--- config.mk ---
export PLATFORM = sky130hd
export DESIGN_NAME = irda_sir_tx_escaper
export DESIGN_NICKNAME = d
export VERILOG_FILES = /design/src/rtl/irda_sir_tx_escaper.sv
export SDC_FILE = /design/constraint.sdc
export NUM_CORES = 1
export LEC_CHECK = 0
export ABC_AREA = 1
export CORE_AREA = 5 5 72 74
export DETAILED_ROUTE_END_ITERATION = 6
export DIE_AREA = 0 0 77 79
export DONT_BUFFER_PORTS = 1
export MAX_ROUTING_LAYER = met4
export PLACE_DENSITY = 0.69
export SETUP_SLACK_MARGIN = 0.4
export SYNTH_ARGS = -nofsm -noshare
export SYNTH_HDL_FRONTEND = slang
export SYNTH_SLANG_ARGS = --single-unit
--- constraint.sdc ---
create_clock -name clk -period 2 [get_ports clk]
set_input_delay 0 -clock clk [delete_from_list [all_inputs] [get_ports clk]]
set_output_delay 0 -clock clk [all_outputs]
set_load 0.01 [all_outputs]
--- src/rtl/irda_sir_tx_escaper.sv ---
module irda_sir_tx_escaper #(
  parameter logic [15:0] CRC_PRESET = 16'hFFFF,
  parameter logic [15:0] CRC_POLY_REV = 16'h8408
) (
  input  logic       clk,
  input  logic       rst_n,
  input  logic       in_valid,
  output logic       in_ready,
  input  logic [7:0] in_data,
  input  logic       in_last,
  input  logic       abort_req,
  output logic       out_valid,
  input  logic       out_ready,
  output logic [7:0] out_data
);
  localparam logic [7:0] FLAG_OPEN  = 8'hC0;
  localparam logic [7:0] FLAG_CLOSE = 8'hC1;
  localparam logic [7:0] ESC_BYTE   = 8'h7D;
  localparam logic [7:0] ESC_FLIP   = 8'h20;

  typedef enum logic [2:0] {S_IDLE, S_DATA, S_CHK_LO, S_CHK_HI, S_END, S_ABT} state_t;

  state_t      state;
  logic        esc_q, abort_q, out_v_q;
  logic [15:0] crc_q;
  logic [7:0]  out_q, src, gen_d;
  logic        src_v, gen_v;

  function automatic logic [15:0] crc_step(input logic [15:0] c, input logic [7:0] d);
    logic [15:0] r;
    r = c;
    for (int i = 0; i < 8; i++) begin
      if (r[0] ^ d[i]) r = (r >> 1) ^ CRC_POLY_REV;
      else             r = r >> 1;
    end
    return r;
  endfunction

  always_comb begin
    src   = in_data;
    src_v = 1'b0;
    case (state)
      S_DATA:   src_v = in_valid;
      S_CHK_LO: begin src = ~crc_q[7:0];  src_v = 1'b1; end
      S_CHK_HI: begin src = ~crc_q[15:8]; src_v = 1'b1; end
      default:  ;
    endcase
  end

  wire in_body  = (state == S_DATA) || (state == S_CHK_LO) || (state == S_CHK_HI);
  wire resv     = (src == FLAG_OPEN) || (src == FLAG_CLOSE) || (src == ESC_BYTE);
  wire abort_go = in_body && abort_q && !esc_q;
  wire esc_go   = in_body && !abort_go && src_v && resv && !esc_q;
  wire send_src = in_body && !abort_go && src_v && !esc_go;
  wire load     = !out_v_q || out_ready;
  wire step     = load && gen_v;

  always_comb begin
    gen_v = 1'b0;
    gen_d = ESC_BYTE;
    case (state)
      S_IDLE:       begin gen_v = in_valid; gen_d = FLAG_OPEN; end
      S_END, S_ABT: begin gen_v = 1'b1;     gen_d = FLAG_CLOSE; end
      default: begin
        gen_v = abort_go || esc_go || send_src;
        if (send_src) gen_d = esc_q ? (src ^ ESC_FLIP) : src;
      end
    endcase
  end

  assign in_ready  = load && (state == S_DATA) && !(abort_q && !esc_q) && !(resv && !esc_q);
  assign out_valid = out_v_q;
  assign out_data  = out_q;

  always_ff @(posedge clk) begin
    if (!rst_n) begin
      state   <= S_IDLE;
      esc_q   <= 1'b0;
      abort_q <= 1'b0;
      crc_q   <= CRC_PRESET;
      out_v_q <= 1'b0;
      out_q   <= '0;
    end else begin
      if (load) out_v_q <= gen_v;
      if (step) out_q <= gen_d;

      if (step && (state == S_END || state == S_ABT)) abort_q <= 1'b0;
      else if (abort_req && in_body)                   abort_q <= 1'b1;

      if (step && esc_go)        esc_q <= 1'b1;
      else if (step && send_src) esc_q <= 1'b0;

      if (step && state == S_DATA && send_src)          crc_q <= crc_step(crc_q, in_data);
      else if (step && (state == S_END || state == S_ABT)) crc_q <= CRC_PRESET;

      if (step) begin
        case (state)
          S_IDLE: state <= S_DATA;
          S_DATA, S_CHK_LO, S_CHK_HI: begin
            if (abort_go) state <= S_ABT;
            else if (send_src) begin
              if (state == S_DATA)        state <= in_last ? S_CHK_LO : S_DATA;
              else if (state == S_CHK_LO) state <= S_CHK_HI;
              else                        state <= S_END;
            end
          end
          default: state <= S_IDLE;
        endcase
      end
    end
  end

  p_hold_r12: assert property (@(posedge clk) disable iff (!rst_n)
    (out_valid && !out_ready) |=> (out_valid && $stable(out_data)));

  p_escape_stall_r5: assert property (@(posedge clk) disable iff (!rst_n)
    (state == S_DATA && in_valid && resv && !esc_q) |-> !in_ready);

  p_accept_needs_slot_r3: assert property (@(posedge clk) disable iff (!rst_n)
    in_ready |-> (!out_valid || out_ready));

  p_abort_clears_r9: assert property (@(posedge clk) disable iff (!rst_n)
    (state == S_ABT && load) |=> !abort_q);

  p_idle_no_abort_r10: assert property (@(posedge clk) disable iff (!rst_n)
    (state == S_IDLE) |-> !abort_q);

  p_crc_preset_r11: assert property (@(posedge clk) disable iff (!rst_n)
    (state == S_IDLE) |-> (crc_q == CRC_PRESET));
endmodule

==> results of run 1 <==
==> cells by family (layout without fill, tap and decap cells) <==
family,Yosys count,in the layout,share of synthesized area
XOR/XNOR,25,25,0.1145
AND/OR/NAND/NOR,151,152,0.3610
buffers and inverters,48,84,0.1059
AO/OA/AOI/OAI,36,36,0.1046
flip-flops,30,30,0.3139
==> timing repair <==
item | 4_1_cts | 5_1_grt
endpoints found under the setup margin | 30 | 30
pin swaps | 15 | 11
hold endpoints to repair | 25 | 19
buffers inserted | 14 | 8
cloned | 2 | 0
resized for setup | 43 | 44
==> metrics by stage <==
step             util  area, µm²  setup TNS [ps]  worst slack [ps]  hold WS (ps)
3_5_place_dp   0.4543       2061          -43.07            -43.02         76.65
3_3_place_gp   0.4543       2061               0             56.15         73.38
4_1_cts        0.5393       2446               0             160.4        -212.6
2_1_floorplan       -       1978               0             255.0         150.0
6_report       0.5959       2703               0             66.96        -226.8
5_1_grt        0.5959       2703          -200.7            -46.35        -238.7
==> cell type report <==
class                   instances  area [µm²]  area share
well taps                      54       67.56     0.02500
repair inverters                1       11.26    0.004167
inverters                      40       177.7     0.06574
clock buffers                   7       76.32     0.02824
flip-flops and latches         30       611.8      0.2264
repair buffers                 36       317.8      0.1176
multi-input cells             213        1440      0.5329
==> critical path, stage by stage (launching register included) <==
cell and delay [ps]:
dfxtp_4 400, clkinv_8 100, nand2_8 80, nand2_1 120
nand2_1 80, nor2_1 100, nand2_1 70, nor2_1 120
nand2_1 70, nand2_2 70, nand2_4 70, nand3_4 110
buf_12 120, nand2_8 80, o21ai_2 150, nand2_1 60
==> worst max-delay path by stage <==
stage | startpoint | to | slack [ps]
after floorplan | state[1] | crc_q[0] | 260
after global placement | state[1] | out_data[2] | 60
after detailed placement | state[1] | out_data[2] | -40
after CTS | state[1] | in_ready | 160
after global routing | state[1] | in_ready | -50
final | state[2] | crc_q[9] | 70
==> flip-flops by register name, summed over array words and instances, names as in the netlist <==
name and cells:
esc_q 1, crc_q 16, out_data 8, abort_q 1, state 3, out_valid 1
==> power by group through the flow <==
| stage | combinational, mW | sequential [mW] | clock [mW] |
|---|---|---|---|
| floorplan | 1.01 | 0.824 | 0 |
| global placement | 1.17 | 0.887 | 0 |
| detailed placement | 1.17 | 0.889 | 0 |
| CTS | 1.58 | 0.889 | 0.469 |
| global route | 2.03 | 0.910 | 0.518 |
| finish | 1.88 | 0.894 | 0.469 |
==> placed cells by master, fill, tap and decap left out, drive strengths merged, types with 2 or more instances in the layout <==
master,netlist,routed
nand2,70,71
nor2,46,46
inv,40,39
buf,5,33
dfxtp,30,30
nand3,28,28
o21ai,21,21
xor2,13,13
xnor2,12,12
clkbuf,3,7
a21oi,6,6
o211ai,5,5
nand4,3,3
dlygate4sd3,0,3
clkinv,0,2
or2,2,2
a31oi,2,2
==> per-layer routing <==
layer	part of all wire	wire (µm)
met5	0	0
met4	0.025	147
met3	0.049	291
met2	0.50	3001
met1	0.42	2505
==> flow_metrics.env, run 1 <==
export IMPL_port_buffers=0
export IMPL_grt_pass1_vias=1971
export IMPL_die_y_um=79
export IMPL_hold_depth=1
export IMPL_cts_tree="built"
export IMPL_synth_edf_count=0
export IMPL_critPathMaxFanout=9
export IMPL_yosysMostFrequentCell="nand2_1"
export IMPL_final_setup_viol_count=0
export IMPL_vias=2004
export IMPL_grt_util_met1=0.2256
export IMPL_rsz0062_at_grt="true"
export IMPL_drt_iter0_drc=92
export IMPL_violations="negative hold slack"
export IMPL_dr_pass1_iters=4
export IMPL_clkSlewWorstSetupHoldPaths_ps=70
export IMPL_nFillCells=398
export IMPL_yosysTopAreaCell="dfxtp_1"
export IMPL_r2r_cells=15
export IMPL_critPathLaunchType="flip-flop"
export IMPL_power_frac_clock=0.145
export IMPL_drv_cap=0
export IMPL_place_congestion=0.8447
export IMPL_pwr_share_seq=0.276
export IMPL_synth_seq_area_share=0.3139
export IMPL_syn_to_final_growth_pct=41.27
export IMPL_yosysWarnings=0
export IMPL_period_minus_slack_ps=1933
export IMPL_top_usage_layer="met2"
export IMPL_grt_pass1_wl_um=9459
export IMPL_ant_nets=0
export IMPL_swShare=0.4594
export IMPL_p_total_mw=3.241
export IMPL_intPower_mw=1.752
export IMPL_power_density_nw_per_um2=1199
export IMPL_report_final_slew_viol_count=0
export IMPL_synthArstFlopShare=0
export IMPL_timing_rr_start="state[2]"
export IMPL_antenna_found_initial=0
export IMPL_synthTopCellsByArea="dfxtp_1 31%, nand2_1 13%, nor2_1 8.2%"
export IMPL_dp_final_hpwl_um=3548
export IMPL_hp_start="rst_n"
export IMPL_met3_usage=0.04308
export IMPL_rows=25
export IMPL_r2r_end="crc_q[9]"
export IMPL_hold_viol_final=20
export IMPL_drive_gt1_frac=0.3364
export IMPL_yosys_area_top_type_share=0.3139
export IMPL_cts_buffer_depth=2
export IMPL_whs_ps=-226.8
export IMPL_tightest_slew_ps=448.4
export IMPL_holdPathEnd="crc_q[4]"
export IMPL_grt_overflow=0
export IMPL_synth_fp_nets=304
export IMPL_relSlewSlack=0.7000
export IMPL_endpoint_kind="flip-flop"
export IMPL_skew_ps=7.835
export IMPL_avgSynthCellArea_um2=6.597
export IMPL_cp_arrival_ps=2110
export IMPL_hp_class="in -> reg"
export IMPL_wl_um=5946
export IMPL_use_met2=0.3489
export IMPL_cts_htree_levels=2
export IMPL_drc=0
export IMPL_wire_per_inst_um=15.61
export IMPL_numCtsBuffers=5
export IMPL_synth_area_um2=1913
export IMPL_power_frac_comb=0.580
export IMPL_antennaDiodeCount=0
export IMPL_p_sw_mw=1.489
export IMPL_core_area_um2=4536
export IMPL_outcome="finished with violations"
export IMPL_crit_required_ps=2180
export IMPL_period_share=0.9665
export IMPL_synth_cells=290
export IMPL_nNetsFinal=341
export IMPL_ios=24
export IMPL_die_w_um=77
export IMPL_fmax_ghz=0.5173
export IMPL_dieArea_um2=6083
export IMPL_dp_cells=347
export IMPL_cts_sinks=30
export IMPL_synth_distinct_cells=30
export IMPL_clk_latency_ps=290
export IMPL_reg2reg_slack_ps=70
export IMPL_track_usage=0.1989
export IMPL_cts_root_buffer="clkbuf_8"
export IMPL_p_leak_nw=1.293
export IMPL_grt_max_degree=22
export IMPL_ir_drop_uv=468.8
export IMPL_synth_common_cells="65 x nand2_1, 42 x nor2_1, 36 x inv_1, 30 x dfxtp_1, 23 x nand3_1"
export IMPL_synth_flop_cell="dfxtp_1"
export IMPL_holdBufCountCts=3
export IMPL_initial_core_util=0.4218
export IMPL_vias_per_cell=5.260
export IMPL_instances_no_fill=381
export IMPL_synth_seq_cells=30
export IMPL_path_class="reg -> reg"
(Power assumes the default switching activity.)
==> run 2: changes to the inputs <==
- CORE_AREA: 5 5 72 74 -> 5 5 79 81
- CTS_BUF_LIST: unset -> sky130_fd_sc_hd__clkbuf_8
- DIE_AREA: 0 0 77 79 -> 0 0 84 86
- PLACE_DENSITY: 0.69 -> unset
==> run 2 against run 1 <==
- the flow still finishes with violations (negative hold slack)
- via count fell by 0.60%
- first-iteration DRC count rose by 49%
- critical endpoint is now crc_q[5]
- final area fell by 0.83%
- core utilization fell by 10 points
- final cell count rose by 4.2%
- critical path type unchanged
- clock skew rose by 1.8 ps
==> flow_metrics.env, run 2 (synthesized netlist as in run 1, its figures left out) <==
export IMPL_outcome="finished with violations"
export IMPL_violations="negative hold slack"
export IMPL_final_setup_viol_count=0
export IMPL_path_class="reg -> reg"
export IMPL_grt_max_degree=22
export IMPL_cp_slowest_cell="dfxtp_4"
export IMPL_core_area_um2=5405
export IMPL_numCtsBuffers=5
export IMPL_drc=0
export IMPL_initial_core_util=0.3539
export IMPL_r2r_cells=12
export IMPL_cts_root_buffer="clkbuf_8"
export IMPL_grt_pass1_vias=2022
export IMPL_max_stage_delay_ps=410
export IMPL_cts_sinks=30
export IMPL_path_cells="buf_6 > nor2_4 > nor2_4 > nand2_4 > nand2_4 > nand3_4 > nand3_4 > nor2_4 > nand3_4 > buf_6 > nor2_2 > o21ai_1"
export IMPL_drv_cap=0
export IMPL_hp_class="in -> reg"
export IMPL_cp_arrival_ps=2120
export IMPL_antenna_found_initial=0
export IMPL_clk_latency_ps=290
export IMPL_dp_final_hpwl_um=3853
export IMPL_critPathMaxFanout=6
export IMPL_ios=24
export IMPL_endpoint_kind="flip-flop"
export IMPL_clkSlewWorstSetupHoldPaths_ps=70
export IMPL_die_w_um=84
export IMPL_track_usage=0.1798
export IMPL_period_minus_slack_ps=1951
export IMPL_hp_start="rst_n"
export IMPL_cts_htree_levels=2
export IMPL_timing_rr_start="state[1]"
export IMPL_crit_required_ps=2170
export IMPL_r2r_end="crc_q[5]"
export IMPL_port_buffers=0
export IMPL_dp_cells=368
export IMPL_instances_no_fill=397
export IMPL_p_leak_nw=1.288
export IMPL_max_flop_register="crc_q"
export IMPL_setup_ws_ps=49.43
export IMPL_wl_um=5991
export IMPL_tightest_slew_ps=440.0
export IMPL_hold_depth=1
export IMPL_antennaDiodeCount=0
export IMPL_grt_overflow=0
export IMPL_skew_ps=9.682
export IMPL_largest_register_ffs=16
export IMPL_place_congestion=0.9484
export IMPL_relSlewSlack=0.7056
export IMPL_vias=1992
export IMPL_die_y_um=86
export IMPL_dp_slack_ps=26.17
export IMPL_worst_path_buf_inv=2
export IMPL_worst_path_stages=12
export IMPL_ant_nets=0
export IMPL_cp_top_family="simple AND/OR/NAND/NOR gates"
export IMPL_worstSetupStartpoint="state[1]"
export IMPL_cts_tree="built"
export IMPL_whs_ps=-211.2
export IMPL_grt_pass1_wl_um=10030
export IMPL_wire_per_inst_um=15.09
export IMPL_report_final_slew_viol_count=0
export IMPL_mostFrequentLayoutCells="52 x nand2_1, 35 x inv_1, 27 x dfxtp_1"
export IMPL_rows=27
export IMPL_syn_to_final_growth_pct=40.09
export IMPL_cts_buffer_depth=2
export IMPL_final_common_cell="nand2_1"
export IMPL_drive_gt1_frac=0.3169
export IMPL_nNetsFinal=338
export IMPL_holdBufCountCts=3
export IMPL_dieArea_um2=7224
export IMPL_fmax_ghz=0.5127
export IMPL_ir_drop_uv=524.8
export IMPL_drt_iter0_drc=137
export IMPL_hold_viol_final=20
export IMPL_crit_path_end="crc_q[5]"
export IMPL_vias_per_cell=5.018
export IMPL_critPathLaunchType="flip-flop"
export IMPL_rsz0062_at_grt="true"
export IMPL_reg2reg_slack_ps=50
export IMPL_power_density_nw_per_um2=1242
export IMPL_dr_pass1_iters=4
export IMPL_period_share=0.9753
## run 2: metrics by stage
stage                     utilization  TNS [ps]  power, mW  hold WS (ps)  area, µm²
after detailed placement       0.3896         0      2.119         75.56       2106
after global placement         0.3896         0      2.123         73.47       2106
after floorplan                     -         0      1.831         150.0       1978
after CTS                      0.4757         0      3.143        -220.7       2571
final                          0.4958         0      3.328        -211.2       2680
after global routing           0.4958    -463.4      3.548        -226.1       2680
## run 2: worst register-to-register path, delay by kind of cell, from the launching register on
kind                   cells  cell delay (ps)
flip-flops                 1              410
AO/OA/AOI/OAI              1               60
AND/OR/NAND/NOR            9             1020
buffers and inverters      2              350
## run 2: how the worst min path moves through the flow
stage / slack [ps] / end
after floorplan: 150 / abort_q
final: -210 / crc_q[15]
after CTS: -220 / crc_q[1]
after detailed placement: 80 / crc_q[3]
after global routing: -230 / crc_q[1]
after global placement: 70 / crc_q[2]
## run 2: what timing repair did
item | 4_1_cts | 5_1_grt
pin swaps | 17 | 10
setup endpoints to repair | 30 | 30
hold endpoints to repair | 25 | 20
gates resized for setup | 62 | 18
cloned | 2 | 0
setup buffers | 10 | 6
## run 2: area by class of cell
| class | instances | area, µm² |
|---|---|---|
| repair inverters | 1 | 8.758 |
| inverters | 40 | 172.7 |
| well taps | 72 | 90.09 |
| clock buffers | 6 | 82.58 |
| multi-input cells | 213 | 1399 |
| fillers | 513 | 2725 |
| flip-flops and latches | 30 | 611.8 |
| clock inverters | 2 | 8.758 |
| repair buffers | 33 | 306.5 |
## run 2: where the power goes
part	internal (mW)	switching (mW)
registers	0.721	0.161
clock network	0.272	0.239
logic	0.847	1.09
## run 2: layer usage
layer / global-route usage / wire length [µm] / up-vias
met2: 0.2986 / 2938 / 49
met5: - / 0 / -
met3: 0.04419 / 249 / 21
li1: - / - / 978
met4: 0.08772 / 199 / 0
met1: 0.2029 / 2604 / 944
